### config.mk
export PLATFORM = sky130hd
export DESIGN_NAME = irq_vector_ctrl
export DESIGN_NICKNAME = d
export VERILOG_FILES = /design/src/rtl/irqc_pkg.sv /design/src/rtl/irqc_bank.sv /design/src/rtl/irqc_srst.sv /design/src/rtl/irqc_arbiter.sv /design/src/rtl/irq_vector_ctrl.sv
export SDC_FILE = /design/constraint.sdc
export NUM_CORES = 1
export LEC_CHECK = 0
export BUFFER_PORTS_ARGS = -buffer_cell sky130_fd_sc_hd__buf_2
export CAP_MARGIN = 40
export CELL_PAD_IN_SITES_DETAIL_PLACEMENT = 2
export CELL_PAD_IN_SITES_GLOBAL_PLACEMENT = 2
export CORE_ASPECT_RATIO = 1.75
export CORE_MARGIN = 3
export CORE_UTILIZATION = 37
export DETAILED_ROUTE_END_ITERATION = 8
export PLACE_DENSITY = 0.83
export SLEW_MARGIN = 20
export SYNTH_ARGS = -nofsm -noshare
export SYNTH_HDL_FRONTEND = slang
export SYNTH_SLANG_ARGS = --single-unit
export TNS_END_PERCENT = 1
### constraint.sdc
create_clock -name clk -period 3.6 [get_ports clk]
set_input_delay 0.18 -clock clk [delete_from_list [all_inputs] [get_ports clk]]
set_output_delay 0.18 -clock clk [all_outputs]
set_load 0.01 [all_outputs]
### src/rtl/irqc_pkg.sv
package irqc_pkg;

  localparam int REG_W = 32;

  localparam logic [7:0] OFS_REV   = 8'h00;
  localparam logic [7:0] OFS_CFG   = 8'h10;
  localparam logic [7:0] OFS_STAT  = 8'h14;
  localparam logic [7:0] OFS_ACT   = 8'h40;
  localparam logic [7:0] OFS_CTRL  = 8'h48;
  localparam logic [7:0] OFS_THR   = 8'h68;
  localparam logic [7:0] OFS_BANK0 = 8'h88;

  localparam int BANK_STRIDE = 32;

  localparam logic [REG_W-1:0] SPURIOUS_WORD = 32'hFFFF_FF80;
  localparam logic [7:0]       THR_OPEN      = 8'hFF;

  typedef enum logic [1:0] {
    BK_MCLR = 2'd0,
    BK_MSET = 2'd1,
    BK_SSET = 2'd2,
    BK_SCLR = 2'd3
  } bank_op_e;

endpackage

### src/rtl/irqc_bank.sv
module irqc_bank
  import irqc_pkg::*;
#(
  parameter int LINES = 32
) (
  input  logic             clk,
  input  logic             rst_n,
  input  logic             soft_clr,
  input  logic             we,
  input  bank_op_e         op,
  input  logic [LINES-1:0] wdata,
  output logic [LINES-1:0] mask_q,
  output logic [LINES-1:0] swi_q
);

  logic [LINES-1:0] mask_d;
  logic [LINES-1:0] swi_d;

  always_comb begin
    mask_d = mask_q;
    swi_d  = swi_q;
    if (soft_clr) begin
      mask_d = '1;
      swi_d  = '0;
    end else if (we) begin
      case (op)
        BK_MCLR: mask_d = mask_q & ~wdata;
        BK_MSET: mask_d = mask_q | wdata;
        BK_SSET: swi_d  = swi_q | wdata;
        BK_SCLR: swi_d  = swi_q & ~wdata;
        default: ;
      endcase
    end
  end

  always_ff @(posedge clk or negedge rst_n) begin
    if (!rst_n) begin
      mask_q <= '1;
      swi_q  <= '0;
    end else begin
      mask_q <= mask_d;
      swi_q  <= swi_d;
    end
  end

  // a written 1 in mask-set leaves that line masked
  p_mask_set_r2: assert property (@(posedge clk) disable iff (!rst_n)
    (we && !soft_clr && op == BK_MSET) |=> ((mask_q & $past(wdata)) == $past(wdata)));

  // zero bits of a mask-clear word leave their lines unchanged
  p_mask_keep_r2: assert property (@(posedge clk) disable iff (!rst_n)
    (we && !soft_clr && op == BK_MCLR) |=> ((mask_q & ~$past(wdata)) == ($past(mask_q) & ~$past(wdata))));

  // a written 1 in trigger-clear withdraws that trigger
  p_swi_clr_r3: assert property (@(posedge clk) disable iff (!rst_n)
    (we && !soft_clr && op == BK_SCLR) |=> ((swi_q & $past(wdata)) == '0));

endmodule

### src/rtl/irqc_srst.sv
module irqc_srst #(
  parameter int CYCLES = 4
) (
  input  logic clk,
  input  logic rst_n,
  input  logic start,
  output logic busy
);

  localparam int CNT_W = $clog2(CYCLES + 1);

  logic [CNT_W-1:0] cnt_q;
  logic [CNT_W-1:0] cnt_d;

  always_comb begin
    cnt_d = cnt_q;
    if (start) begin
      cnt_d = CNT_W'(CYCLES);
    end else if (cnt_q != '0) begin
      cnt_d = cnt_q - 1'b1;
    end
  end

  always_ff @(posedge clk or negedge rst_n) begin
    if (!rst_n) begin
      cnt_q <= '0;
    end else begin
      cnt_q <= cnt_d;
    end
  end

  assign busy = (cnt_q != '0);

  // a soft reset command makes the sequencer busy on the next cycle
  p_busy_after_start_r9: assert property (@(posedge clk) disable iff (!rst_n)
    start |=> busy);

  // once idle, the sequencer stays idle without a new command
  p_idle_holds_r9: assert property (@(posedge clk) disable iff (!rst_n)
    (!busy && !start) |=> !busy);

endmodule

### src/rtl/irqc_arbiter.sv
module irqc_arbiter #(
  parameter int NUM_SRC = 128,
  parameter int IDX_W   = $clog2(NUM_SRC)
) (
  input  logic [NUM_SRC-1:0] pend,
  input  logic [7:0]         thr,
  output logic               found,
  output logic [IDX_W-1:0]   idx
);

  logic               thr_open;
  logic [NUM_SRC-1:0] elig;
  logic [NUM_SRC-1:0] below_win;

  assign thr_open = &thr;

  for (genvar i = 0; i < NUM_SRC; i++) begin : g_elig
    assign elig[i] = pend[i] && (thr_open || (i < int'(thr)));
  end

  always_comb begin
    found = 1'b0;
    idx   = '0;
    for (int i = NUM_SRC - 1; i >= 0; i--) begin
      if (elig[i]) begin
        found = 1'b1;
        idx   = IDX_W'(i);
      end
    end
  end

  assign below_win = (NUM_SRC'(1) << idx) - NUM_SRC'(1);

  always_comb begin
    if (found) begin
      // the chosen line is eligible and no lower line is
      p_winner_elig_r4: assert (elig[idx]);
      p_lowest_wins_r4: assert ((elig & below_win) == '0);
    end
  end

endmodule

### src/rtl/irq_vector_ctrl.sv
module irq_vector_ctrl
  import irqc_pkg::*;
#(
  parameter int NUM_BANKS   = 4,
  parameter int ADDR_W      = 8,
  parameter int SRST_CYCLES = 4,
  parameter int REV_MAJOR   = 5,
  parameter int REV_MINOR   = 0
) (
  input  logic                       clk,
  input  logic                       rst_n,
  input  logic                       reg_wr_en,
  input  logic [ADDR_W-1:0]          reg_addr,
  input  logic [31:0]                reg_wdata,
  output logic [31:0]                reg_rdata,
  input  logic [NUM_BANKS*32-1:0]    src_lvl,
  output logic                       irq_o
);

  localparam int LINES     = 32;
  localparam int NUM_SRC   = NUM_BANKS * LINES;
  localparam int IDX_W     = $clog2(NUM_SRC);
  localparam int BIDX_W    = ADDR_W - 5;
  localparam int BANK_SPAN = NUM_BANKS * BANK_STRIDE;

  // register decode
  logic                 srst_busy;
  logic                 wr_ok;
  logic [ADDR_W-1:0]    bank_off;
  logic                 in_bank;
  bank_op_e             bank_op;
  logic [NUM_BANKS-1:0] bank_we;
  logic                 eoi;
  logic                 srst_start;
  logic                 thr_we;

  assign wr_ok      = reg_wr_en && !srst_busy;
  assign bank_off   = reg_addr - ADDR_W'(OFS_BANK0);
  assign in_bank    = (reg_addr >= ADDR_W'(OFS_BANK0)) && (int'(bank_off) < BANK_SPAN)
                      && !bank_off[4] && (bank_off[1:0] == 2'b00);
  assign bank_op    = bank_op_e'(bank_off[3:2]);
  assign eoi        = wr_ok && (reg_addr == ADDR_W'(OFS_CTRL)) && reg_wdata[0];
  assign srst_start = wr_ok && (reg_addr == ADDR_W'(OFS_CFG)) && reg_wdata[1];
  assign thr_we     = wr_ok && (reg_addr == ADDR_W'(OFS_THR));

  // soft reset sequencer
  irqc_srst #(.CYCLES(SRST_CYCLES)) u_srst (
    .clk   (clk),
    .rst_n (rst_n),
    .start (srst_start),
    .busy  (srst_busy)
  );

  // per-bank mask and trigger registers
  logic [NUM_BANKS-1:0][LINES-1:0] mask_all;
  logic [NUM_BANKS-1:0][LINES-1:0] swi_all;

  for (genvar b = 0; b < NUM_BANKS; b++) begin : g_bank
    assign bank_we[b] = wr_ok && in_bank && (bank_off[ADDR_W-1:5] == BIDX_W'(b));

    irqc_bank #(.LINES(LINES)) u_bank (
      .clk      (clk),
      .rst_n    (rst_n),
      .soft_clr (srst_start),
      .we       (bank_we[b]),
      .op       (bank_op),
      .wdata    (reg_wdata),
      .mask_q   (mask_all[b]),
      .swi_q    (swi_all[b])
    );
  end

  // pending lines and arbitration
  logic [NUM_SRC-1:0] mask_flat;
  logic [NUM_SRC-1:0] swi_flat;
  logic [NUM_SRC-1:0] pend;
  logic               win_found;
  logic [IDX_W-1:0]   win_idx;
  logic [7:0]         thr_q;
  logic [7:0]         thr_d;

  assign mask_flat = mask_all;
  assign swi_flat  = swi_all;
  assign pend      = (src_lvl | swi_flat) & ~mask_flat;

  irqc_arbiter #(.NUM_SRC(NUM_SRC), .IDX_W(IDX_W)) u_arb (
    .pend  (pend),
    .thr   (thr_q),
    .found (win_found),
    .idx   (win_idx)
  );

  // latch of the active number
  logic             armed_q, armed_d;
  logic             valid_q, valid_d;
  logic [IDX_W-1:0] num_q, num_d;

  always_comb begin
    armed_d = armed_q;
    valid_d = valid_q;
    num_d   = num_q;
    thr_d   = thr_q;
    if (srst_start) begin
      armed_d = 1'b1;
      valid_d = 1'b0;
      num_d   = '0;
      thr_d   = THR_OPEN;
    end else begin
      if (thr_we) begin
        thr_d = reg_wdata[7:0];
      end
      if (eoi) begin
        armed_d = 1'b1;
        valid_d = 1'b0;
      end else if (armed_q && win_found && !srst_busy) begin
        armed_d = 1'b0;
        valid_d = 1'b1;
        num_d   = win_idx;
      end
    end
  end

  always_ff @(posedge clk or negedge rst_n) begin
    if (!rst_n) begin
      armed_q <= 1'b1;
      valid_q <= 1'b0;
      num_q   <= '0;
      thr_q   <= THR_OPEN;
    end else begin
      armed_q <= armed_d;
      valid_q <= valid_d;
      num_q   <= num_d;
      thr_q   <= thr_d;
    end
  end

  assign irq_o = valid_q;

  // read multiplexer
  always_comb begin
    reg_rdata = '0;
    if (in_bank) begin
      if (bank_op == BK_MCLR || bank_op == BK_MSET) begin
        reg_rdata = mask_all[bank_off[ADDR_W-1:5]];
      end else begin
        reg_rdata = swi_all[bank_off[ADDR_W-1:5]];
      end
    end else begin
      case (reg_addr)
        ADDR_W'(OFS_REV):  reg_rdata = {24'b0, 4'(REV_MAJOR), 4'(REV_MINOR)};
        ADDR_W'(OFS_STAT): reg_rdata = {31'b0, !srst_busy};
        ADDR_W'(OFS_ACT):  reg_rdata = valid_q ? {{(32-IDX_W){1'b0}}, num_q} : SPURIOUS_WORD;
        ADDR_W'(OFS_THR):  reg_rdata = {24'b0, thr_q};
        default:           reg_rdata = '0;
      endcase
    end
  end

  // end of interrupt drops the request at its own edge
  p_eoi_drops_irq_r5: assert property (@(posedge clk) disable iff (!rst_n)
    eoi |=> !irq_o);

  // a latched number is held until end of interrupt or soft reset
  p_hold_number_r5: assert property (@(posedge clk) disable iff (!rst_n)
    (valid_q && !eoi && !srst_start) |=> (valid_q && $stable(num_q)));

  // a newly latched number obeys the threshold in force before the edge
  p_thr_filter_r7: assert property (@(posedge clk) disable iff (!rst_n)
    $rose(irq_o) |-> (($past(thr_q) == THR_OPEN) || (int'(num_q) < int'($past(thr_q)))));

  // no number is latched while the soft reset runs
  p_no_latch_busy_r9: assert property (@(posedge clk) disable iff (!rst_n)
    srst_busy |=> !$rose(irq_o));

endmodule

==> flow_metrics.env, run 1 <==
export IMPL_status="finished clean"
export IMPL_cp_max_fo=15
export IMPL_grt_overflow_total=0
export IMPL_path_cells="buf_12 > buf_4 > nand2_2 > o21a_1 > o21ai_0 > nor2_1 > or4b_1 > a211oi_1 > a211o_1 > a32o_1"
export IMPL_cp_end_kind="flop"
export IMPL_clock_skew_ns=0.04208
export IMPL_worstSetupPathType="flop to flop"
export IMPL_worst_pin_slew_ns=1.007
export IMPL_clkTransAtPathRegs_ns=0.07
export IMPL_initial_core_util=0.3760
export IMPL_p_sw_mw=2.705
export IMPL_synth_avg_cell_area_um2=8.764
export IMPL_finalNetCount=2673
export IMPL_core_rowCount=108
export IMPL_crit_path_start="thr_q[4]"
export IMPL_fillerInstances=5368
export IMPL_period_needed_ns=3.541
export IMPL_place_gp_congestion=1.104
export IMPL_cts_root_buf="clkbuf_16"
export IMPL_crit_arrival_ns=4.07
export IMPL_crit_family="compound AO/OA/AOI/OAI gates"
export IMPL_vias=21290
export IMPL_clock_latency_ns=0.63
export IMPL_cts_tree="built"
export IMPL_cp_buffers_inverters=2
export IMPL_dpl_hpwl_mm=87.41
export IMPL_maxSlewViolCount=0
export IMPL_pre_cts_slack_ns=-0.1831
export IMPL_multiInputGateArea_mm2=0.01109
export IMPL_grt_max_degree=116
export IMPL_grt_pass1_wl_mm=165.9
export IMPL_p_int_mw=5.747
export IMPL_ant_nets=0
export IMPL_holdWs_ns=0.01910
export IMPL_die_width_um=176.2
export IMPL_power_leakage_nw=9.493
export IMPL_wl_per_cell_um=36.43
export IMPL_slew_headroom=0.3286
export IMPL_syn_nets=2314
export IMPL_numCtsBuffers=30
export IMPL_ys_async_sr_fraction=1.000
export IMPL_p_per_area_mw_per_mm2=357.1
export IMPL_grt_usage=0.4219
export IMPL_startpoint_type="flop"
export IMPL_die_y_um=303.8
export IMPL_place_area_mm2=0.02211
export IMPL_core_area_mm2=0.04986
export IMPL_max_cap_violations=0
export IMPL_io_pins=204
export IMPL_drt_iter0_markers=1633
export IMPL_synth_seq_cells=276
export IMPL_fmaxAchievable_ghz=0.2824
export IMPL_critPathRequiredTime_ns=4.13
export IMPL_hold_class="primary input to flop"
export IMPL_cts_sinks=276
export IMPL_hold_viol=0
export IMPL_first_global_vias=23770
export IMPL_syn_inst=2139
export IMPL_via_per_inst=6.688
export IMPL_clock_tree_buffer_depth=3
export IMPL_drc_errors=0
export IMPL_clkPwrFrac=0.396
export IMPL_drive_gt1_frac=0.3148
export IMPL_yosys_warnings=0
export IMPL_syn2layout_area_growth_pct=26.25
export IMPL_comb_power_share=0.210
export IMPL_synthFlopType="dfrtp_1"
export IMPL_regArea_mm2=0.007082
export IMPL_yosysUniqueCellTypes=103
export IMPL_fin_crit_sh=0.9836
export IMPL_antenna_found_initial=2
export IMPL_postLayoutCoreUtil=0.4747
export IMPL_port_buffers=203
export IMPL_ir_drop_uv=437.5
export IMPL_routed_wl_mm=116.0
export IMPL_cts_htree_levels=1
export IMPL_postLayoutCellArea_mm2=0.02367
export IMPL_cp_slowest_stage_delay_ns=0.63
export IMPL_setup_viol=0
export IMPL_drt_pass1_iter_count=7
export IMPL_switching_share=0.3200
export IMPL_r2r_start="thr_q[4]"
export IMPL_ys_seq_area_frac=0.3776
export IMPL_cp_slowest_cell="dfstp_2"
export IMPL_power_share_sequential=0.394
export IMPL_dieArea_mm2=0.05351
export IMPL_fin_ws_ns=0.05893
export IMPL_synth_enable_flop_cells=0
export IMPL_hp_start="reg_wdata[1]"
export IMPL_syn_area_mm2=0.01875
==> area by class of cell <==
cell class / count / share of cell area
diodes: 2 / 0.0002115
inverters: 19 / 0.003013
well taps: 660 / 0.03489
repair buffers: 501 / 0.1512
flip-flops and latches: 276 / 0.2992
clock inverters: 7 / 0.003701
multi-input cells: 1670 / 0.4687
clock buffers: 49 / 0.03901
==> kinds of logic after synthesis <==
| group | after synthesis | synth area share |
|---|---|---|
| buf+inv | 194 | 0.04472 |
| mux | 97 | 0.09317 |
| xor+xnor | 5 | 0.002336 |
| fa+ha+maj | 4 | 0.002670 |
| flops | 276 | 0.3776 |
| simple gates | 683 | 0.1668 |
| compound gates | 880 | 0.3128 |
==> sequential cells by signal, summed over array words and instances (netlist names) <==
| signal | cells |
|---|---|
| thr_q | 8 |
| g_bank.u_bank.swi_q | 128 |
| u_srst.cnt_q | 3 |
| num_q | 7 |
| g_bank.u_bank.mask_q | 128 |
| armed_q | 1 |
| irq_o | 1 |
==> layout by cell type, fill, tap and decap left out, types with 9 or more instances in the layout <==
cell type,count
a211o_1,18
a211oi_1,29
a21o_1,12
a21oi_1,88
a22o_1,132
a22oi_1,14
a31oi_1,16
and3_1,9
buf_12,16
buf_2,202
buf_4,249
clkbuf_1,10
clkbuf_16,31
dfrtp_1,139
dfstp_2,136
dlygate4sd3_1,27
inv_1,16
mux2i_1,35
mux4_2,62
nand2_1,330
nand2b_1,12
nand3_1,26
nand4_1,11
nor2_1,167
nor2b_1,11
nor3_1,37
o2111ai_1,9
o211ai_1,24
o21ai_0,335
o21bai_1,72
o22ai_1,13
o31ai_1,9
or3_1,12
==> metal layers <==
layer  routed length (um)  vias up  global-route usage
met1                39970    10990              0.4501
met3                 6472      474             0.06267
met5                   19        -                   0
met4                11190        2              0.3324
met2                58340     1080              0.7336
li1                     -     8746                   -
==> synthesized netlist by cell type (all sizes together) (5+ instances only) <==
cell type / instances / area, um2
or2: 6 / 37.54
nand2: 332 / 1249
a2111oi: 11 / 105.1
a22oi: 14 / 105.1
inv: 18 / 67.56
buf: 42 / 267.8
or3: 12 / 75.07
a221oi: 10 / 87.58
a211o: 18 / 157.7
a21o: 12 / 90.09
nand4: 12 / 81.33
nand3: 26 / 130.1
a31oi: 16 / 100.1
dfstp: 137 / 3600
a311oi: 6 / 52.55
o21bai: 72 / 540.5
nor4: 11 / 105.1
o22ai: 13 / 81.33
nand3b: 8 / 60.06
dfrtp: 139 / 3478
a211oi: 32 / 255.3
o21ba: 6 / 60.06
o21ai: 346 / 1743
or4: 5 / 45.04
nor2: 173 / 651.9
nand2b: 12 / 75.07
a21boi: 5 / 37.54
a31o: 6 / 52.55
mux4: 62 / 1396
mux2i: 35 / 350.3
o31ai: 12 / 108.9
and3: 9 / 56.30
o21a: 6 / 45.04
a22o: 132 / 1156
clkbuf: 133 / 499.2
o211ai: 25 / 192.7
nor3: 42 / 231.5
o2111ai: 9 / 78.83
nor2b: 11 / 68.82
a21oi: 94 / 485.5
==> final timing paths <==
| check | to | slack, ns | cells past startpoint |
|---|---|---|---|
| worst max-delay path | num_q[0] | 0.06 | 10 |
| worst min-delay path | g_bank[3].u_bank.mask_q[1] | 0.02 | 2 |
| worst max register to register | num_q[0] | 0.06 | 10 |
| worst min register to register | g_bank[3].u_bank.mask_q[24] | 0.50 | 2 |
| max in group asynchronous | thr_q[1] | 2.29 | 3 |
| min in group asynchronous | u_srst.cnt_q[0] | 0.32 | 2 |
==> repair_timing <==
item,4_1_cts,5_1_grt
gates cloned,1,0
hold buffers,27,0
hold endpoints to repair,181,0
setup endpoints to repair,7,7
resized for setup,16,14
setup buffers,4,9
pin swaps,5,9
==> worst reg2reg max path: cells and delay by family, from the launching register on <==
| family | cells | cell delay [ns] |
|---|---|---|
| compound gates | 5 | 1.43 |
| simple gates | 3 | 1.02 |
| flops | 1 | 0.63 |
| buf+inv | 2 | 0.37 |
==> power groups by stage <==
stage               logic [mW]  clock network (mW)  registers, mW
finish                    1.78                3.34           3.33
global route              1.86                3.48           3.34
CTS                       1.73                3.36           3.32
detailed placement        1.65                   0           3.37
global placement          1.60                   0           3.36
floorplan                0.810                   0           3.32
==> through the flow <==
stage	setup TNS [ns]	instances	total power, mW
global placement	-1.152	3082	4.962
floorplan	0	2139	4.125
finish	0	3184	8.452
global route	-0.006982	3183	8.677
CTS	0	3172	8.417
detailed placement	-1.062	3084	5.017
Note: power is estimated with default switching activity, not from simulation.
==> run 2, diff against run 1 <==
Settings changed: ABC_CLOCK_PERIOD_IN_PS set to 3600, CORE_MARGIN 3 to unset, GPL_TIMING_DRIVEN set to 0.
==> flow_metrics.env, run 2 (synthesis gave the netlist of run 1 again) <==
export IMPL_status="finished, violations left"
export IMPL_failed_checks="setup timing"
export IMPL_dpl_hpwl_mm=89.41
export IMPL_vias=22140
export IMPL_tns_ns=-1.415
export IMPL_rr_worst_depth=13
export IMPL_mostFrequentLayoutCells="o21ai_0, nand2_1, buf_2"
export IMPL_core_area_mm2=0.04986
export IMPL_drc_errors=0
export IMPL_clock_latency_ns=0.62
export IMPL_postLayoutCoreUtil=0.4851
export IMPL_initial_core_util=0.3760
export IMPL_max_cap_violations=0
export IMPL_r2r_start="thr_q[6]"
export IMPL_port_buffers=200
export IMPL_r2r_end="num_q[2]"
export IMPL_fmaxAchievable_ghz=0.2567
export IMPL_finalNetCount=2695
export IMPL_cts_sinks=276
export IMPL_startpoint_type="flop"
export IMPL_hold_class="primary input to flop"
export IMPL_cp_slowest_cell="nor3_2"
export IMPL_grt_max_degree=94
export IMPL_mostFrequentLayoutCell="o21ai_0"
export IMPL_crit_family="simple AND/OR/NAND/NOR gates"
export IMPL_worstSetupPathType="flop to flop"
export IMPL_first_global_vias=24230
export IMPL_grt_overflow_total=0
export IMPL_crit_top_cell="buf_4"
export IMPL_hold_viol=0
export IMPL_critPathRequiredTime_ns=4.10
export IMPL_fin_crit_sh=1.082
export IMPL_cp_max_fo=10
export IMPL_rsz0062_at_grt="true"
export IMPL_via_per_inst=6.902
export IMPL_antenna_found_initial=6
export IMPL_io_pins=204
export IMPL_place_gp_congestion=1.025
export IMPL_finalPower_mw=8.375
export IMPL_grt_usage=0.4768
export IMPL_postLayoutCellArea_mm2=0.02419
export IMPL_clock_tree_buffer_depth=3
export IMPL_dieArea_mm2=0.05161
export IMPL_cp_end_kind="flop"
export IMPL_fin_ws_ns=-0.2952
export IMPL_cts_htree_levels=1
export IMPL_period_needed_ns=3.895
export IMPL_place_area_mm2=0.02117
export IMPL_top_regs="g_bank.u_bank.mask_q (128), g_bank.u_bank.swi_q (128), thr_q (8)"
export IMPL_core_rowCount=108
export IMPL_cts_root_buf="clkbuf_16"
export IMPL_cp_buffers_inverters=4
export IMPL_worstSetupEndpoint="num_q[2]"
export IMPL_drt_iter0_markers=1832
export IMPL_p_per_area_mw_per_mm2=346.2
export IMPL_reg2reg_slack_ns=-0.30
export IMPL_ir_drop_uv=354.5
export IMPL_routed_wl_mm=122.6
export IMPL_clock_skew_ns=0.02876
export IMPL_ant_nets=0
export IMPL_power_leakage_nw=9.521
export IMPL_worst_pin_slew_ns=1.051
export IMPL_fin_cells=3208
export IMPL_crit_path_start="thr_q[6]"
export IMPL_die_y_um=299.8
export IMPL_grt_pass1_wl_mm=173.5
export IMPL_wl_per_cell_um=38.22
export IMPL_cts_tree="built"
export IMPL_slew_headroom=0.2906
export IMPL_syn2layout_area_growth_pct=29.03
export IMPL_drt_pass1_iter_count=5
export IMPL_path_depth=13
export IMPL_setup_viol=8
export IMPL_placedCellCount=3045
export IMPL_cp_slowest_stage_delay_ns=0.80
export IMPL_maxSlewViolCount=0
export IMPL_die_width_um=172.2
export IMPL_path_cells="buf_6 > a21oi_4 > buf_8 > nor3_2 > a2111oi_4 > nand3b_1 > nor4b_4 > buf_4 > nand4bb_4 > nand4_4 > buf_4 > or3_4 > and3_1"
export IMPL_numCtsBuffers=29
export IMPL_drive_gt1_frac=0.3217
export IMPL_clkTransAtPathRegs_ns=0.07
export IMPL_crit_arrival_ns=4.40
run 2: tightest hold or removal path: stages:
cell     delay [ns]
buf_2          0.11
o21ai_0        0.09
a22o_1         0.18
run 2: what timing repair did:
| action | in CTS | in global routing |
|---|---|---|
| hold buffers | 22 | 0 |
| buffers inserted | 72 | 5 |
| gates cloned | 2 | 0 |
| hold endpoints to repair | 129 | 0 |
| setup endpoints to repair | 291 | 282 |
| pin swaps | 44 | 9 |
| resized for setup | 256 | 60 |
run 2: final cells by class:
cell class | instances | area, um2
Antenna cell | 5 | 12.51
Tap cell | 660 | 825.8
Multi-Input combinational cell | 1669 | 11640
Clock inverter | 8 | 71.32
Clock buffer | 46 | 869.6
Inverter | 19 | 85.08
Timing Repair Buffer | 355 | 2526
Buffer | 170 | 1076
Sequential cell | 276 | 7078
Fill cell | 5391 | 25670
run 2: worst min path at each step:
stage	from	endpoint	cells past startpoint	slack, ns
after CTS	reg_wdata[15]	g_bank[2].u_bank.swi_q[15]	3	0.0004
after global placement	g_bank[0].u_bank.mask_q[28]	g_bank[0].u_bank.mask_q[28]	2	0.47
after floorplan	rst_n	g_bank[0].u_bank.swi_q[0]	0	-0.12
final	reg_wdata[15]	g_bank[2].u_bank.swi_q[15]	3	0.009
after global routing	reg_wdata[8]	g_bank[0].u_bank.swi_q[8]	3	0.02
after detailed placement	rst_n	irq_o	2	0.26
run 2: per-layer routing:
metal / global-route usage / vias to the layer above / part of all wire
met4: 0.4566 / 4 / 0.12
met3: 0.1119 / 621 / 0.077
met5: 0 / - / 0.00022
met2: 0.7649 / 1343 / 0.47
li1: - / 8803 / -
met1: 0.5073 / 11370 / 0.34
run 2: power breakdown:
| part | leakage (nW) | internal, mW | switching [mW] |
|---|---|---|---|
| Sequential | 3.34 | 3.22 | 0.100 |
| Combinational | 5.72 | 0.648 | 1.23 |
| Clock | 0.464 | 1.72 | 1.46 |
run 2: metrics by stage:
stage / hold WS (ns) / setup slack (ns)
6_report: 0.009217 / -0.2952
3_3_place_gp: 0.4728 / -2.920
4_1_cts: 0.0004168 / -0.04025
5_1_grt: 0.02130 / -0.3972
2_1_floorplan: -0.1156 / 0.1815
3_5_place_dp: 0.2586 / -1.654
==> run 3, diff against run 2 <==
Settings changed: CTS_BUF_LIST set to sky130_fd_sc_hd__clkbuf_16, SETUP_SLACK_MARGIN set to 0.15.
==> flow_metrics.env, run 3 (synthesis gave the netlist of run 1 again) <==
export IMPL_grt_max_degree=94
export IMPL_drive_gt1_frac=0.3332
export IMPL_worst_pin_slew_ns=1.006
export IMPL_setup_viol=7
export IMPL_vias=22380
export IMPL_maxSlewViolCount=0
export IMPL_cts_tree="built"
export IMPL_cts_sinks=276
export IMPL_clkPwrFrac=0.360
export IMPL_clock_latency_ns=0.62
export IMPL_power_leakage_nw=9.684
export IMPL_rr_worst_depth=13
export IMPL_ant_nets=0
export IMPL_cp_slowest_cell="dfstp_2"
export IMPL_fin_crit_sh=1.163
export IMPL_clock_tree_buffer_depth=3
export IMPL_max_cap_violations=0
export IMPL_core_area_mm2=0.04986
export IMPL_failed_checks="setup timing"
export IMPL_place_gp_congestion=1.025
export IMPL_postLayoutCellArea_mm2=0.02453
export IMPL_top_regs="g_bank.u_bank.mask_q (128), g_bank.u_bank.swi_q (128), thr_q (8)"
export IMPL_hold_class="primary input to flop"
export IMPL_syn2layout_area_growth_pct=30.85
export IMPL_p_per_area_mw_per_mm2=335.6
export IMPL_p_int_mw=5.425
export IMPL_dpl_hpwl_mm=89.41
export IMPL_period_needed_ns=4.187
export IMPL_cts_root_buf="clkbuf_16"
export IMPL_hold_viol=0
export IMPL_path_cells="bufbuf_16 > nand4_1 > buf_12 > a221oi_4 > a2111oi_4 > nand3b_1 > nor4b_4 > buf_4 > nand4bb_4 > nand4_4 > buf_6 > or3_4 > and3_1"
export IMPL_place_area_mm2=0.02117
export IMPL_status="finished, violations left"
export IMPL_numCtsBuffers=29
export IMPL_whs_path_depth=3
export IMPL_grt_pass1_wl_mm=174.0
export IMPL_startpoint_type="flop"
export IMPL_initial_core_util=0.3760
export IMPL_grt_usage=0.4774
export IMPL_slew_headroom=0.3294
export IMPL_pre_cts_slack_ns=-1.654
export IMPL_core_rowCount=108
export IMPL_drt_pass1_iter_count=5
export IMPL_fin_ws_ns=-0.5866
export IMPL_fillerInstances=5348
export IMPL_cp_end_kind="flop"
export IMPL_grt_overflow_total=0
export IMPL_first_global_vias=24440
export IMPL_critPathRequiredTime_ns=4.10
export IMPL_power_share_sequential=0.403
export IMPL_worstSetupPathType="flop to flop"
export IMPL_clkTransAtPathRegs_ns=0.07
export IMPL_cp_slowest_stage_delay_ns=0.64
export IMPL_port_buffers=200
export IMPL_cts_htree_levels=1
export IMPL_via_per_inst=6.943
export IMPL_dieArea_mm2=0.05161
export IMPL_wl_per_cell_um=38.40
export IMPL_die_width_um=172.2
export IMPL_p_sw_mw=2.807
export IMPL_comb_power_share=0.237
export IMPL_mostFrequentLayoutCells="o21ai_0, nand2_1, buf_2"
export IMPL_finalNetCount=2715
export IMPL_io_pins=204
export IMPL_die_y_um=299.8
export IMPL_mostFrequentLayoutCell="o21ai_0"
export IMPL_rsz0062_at_grt="true"
export IMPL_ir_drop_uv=364.8
export IMPL_routed_wl_mm=123.8
export IMPL_fmaxAchievable_ghz=0.2389
export IMPL_switching_share=0.3410
export IMPL_drc_errors=0
export IMPL_drt_iter0_markers=1889
export IMPL_clock_skew_ns=0.03644
export IMPL_antenna_found_initial=6
export IMPL_finalPower_mw=8.232
export IMPL_cp_max_fo=6
export IMPL_crit_arrival_ns=4.69
[run 3: area by class of cell]
type / count / area, um2 / area share
Multi-Input combinational cell: 1669 / 11770 / 0.4799
Sequential cell: 276 / 7078 / 0.2885
Timing Repair Buffer: 370 / 2700 / 0.1101
Buffer: 175 / 1207 / 0.04922
Tap cell: 660 / 825.8 / 0.03366
Clock buffer: 29 / 725.7 / 0.02958
Clock inverter: 25 / 135.1 / 0.005509
Inverter: 19 / 85.08 / 0.003468
Antenna cell: 1 / 2.502 / 0.0001020
[run 3: repair_timing]
item | in CTS | in global routing
endpoints found under the setup margin | 298 | 276
pin swaps | 52 | 12
resized for setup | 309 | 89
hold buffers | 20 | 0
buffers inserted | 78 | 17
cloned | 3 | 0
hold endpoints to repair | 124 | 0
[run 3: worst paths after layout]
path	to	start	slack, ns
worst min-delay path	g_bank[2].u_bank.swi_q[26]	reg_wdata[26]	0.004
worst max-delay path	num_q[2]	thr_q[1]	-0.59
worst min register to register	g_bank[3].u_bank.mask_q[20]	g_bank[3].u_bank.mask_q[20]	0.49
min in group asynchronous	g_bank[1].u_bank.swi_q[5]	rst_n	0.17
max in group asynchronous	g_bank[2].u_bank.mask_q[14]	rst_n	2.37
worst max register to register	num_q[2]	thr_q[1]	-0.59
[run 3: power groups by stage]
stage / Combinational (mW) / Clock, mW / Sequential, mW
final: 1.95 / 2.96 / 3.31
after global routing: 2.01 / 3.05 / 3.32
after CTS: 1.79 / 2.96 / 3.31
after detailed placement: 1.55 / 0 / 3.35
after global placement: 1.44 / 0 / 3.34
after floorplan: 0.810 / 0 / 3.32
[run 3: metrics by stage]
stage               std cells  setup TNS, ns    util  hold WS [ns]
floorplan                2139              0       -       -0.1156
global placement         2999       -1160.34  0.4126        0.4728
detailed placement       3045        -314.79  0.4246        0.2586
CTS                      3200      -0.001769  0.4835     0.0001004
global route             3223         -2.679  0.4919       0.02026
finish                   3224         -2.980  0.4920      0.003942
[run 3: metal layers]
metal,track usage,vias to the layer above,part of all wire,wire length (um)
met5,0,-,0.00022,27
met4,0.4673,4,0.11,14220
met3,0.1219,716,0.084,10450
met2,0.7619,1493,0.47,57970
met1,0.5011,11340,0.33,41130
li1,-,8828,-,-
[run 3: worst max-delay path, delay by kind of cell (launching register included)]
kind / cells / cell delay [ns]
and+or+nand+nor: 7 / 1.59
AOI/OAI and AO/OA: 2 / 0.88
buffers and inverters: 4 / 0.93
DFF: 1 / 0.64
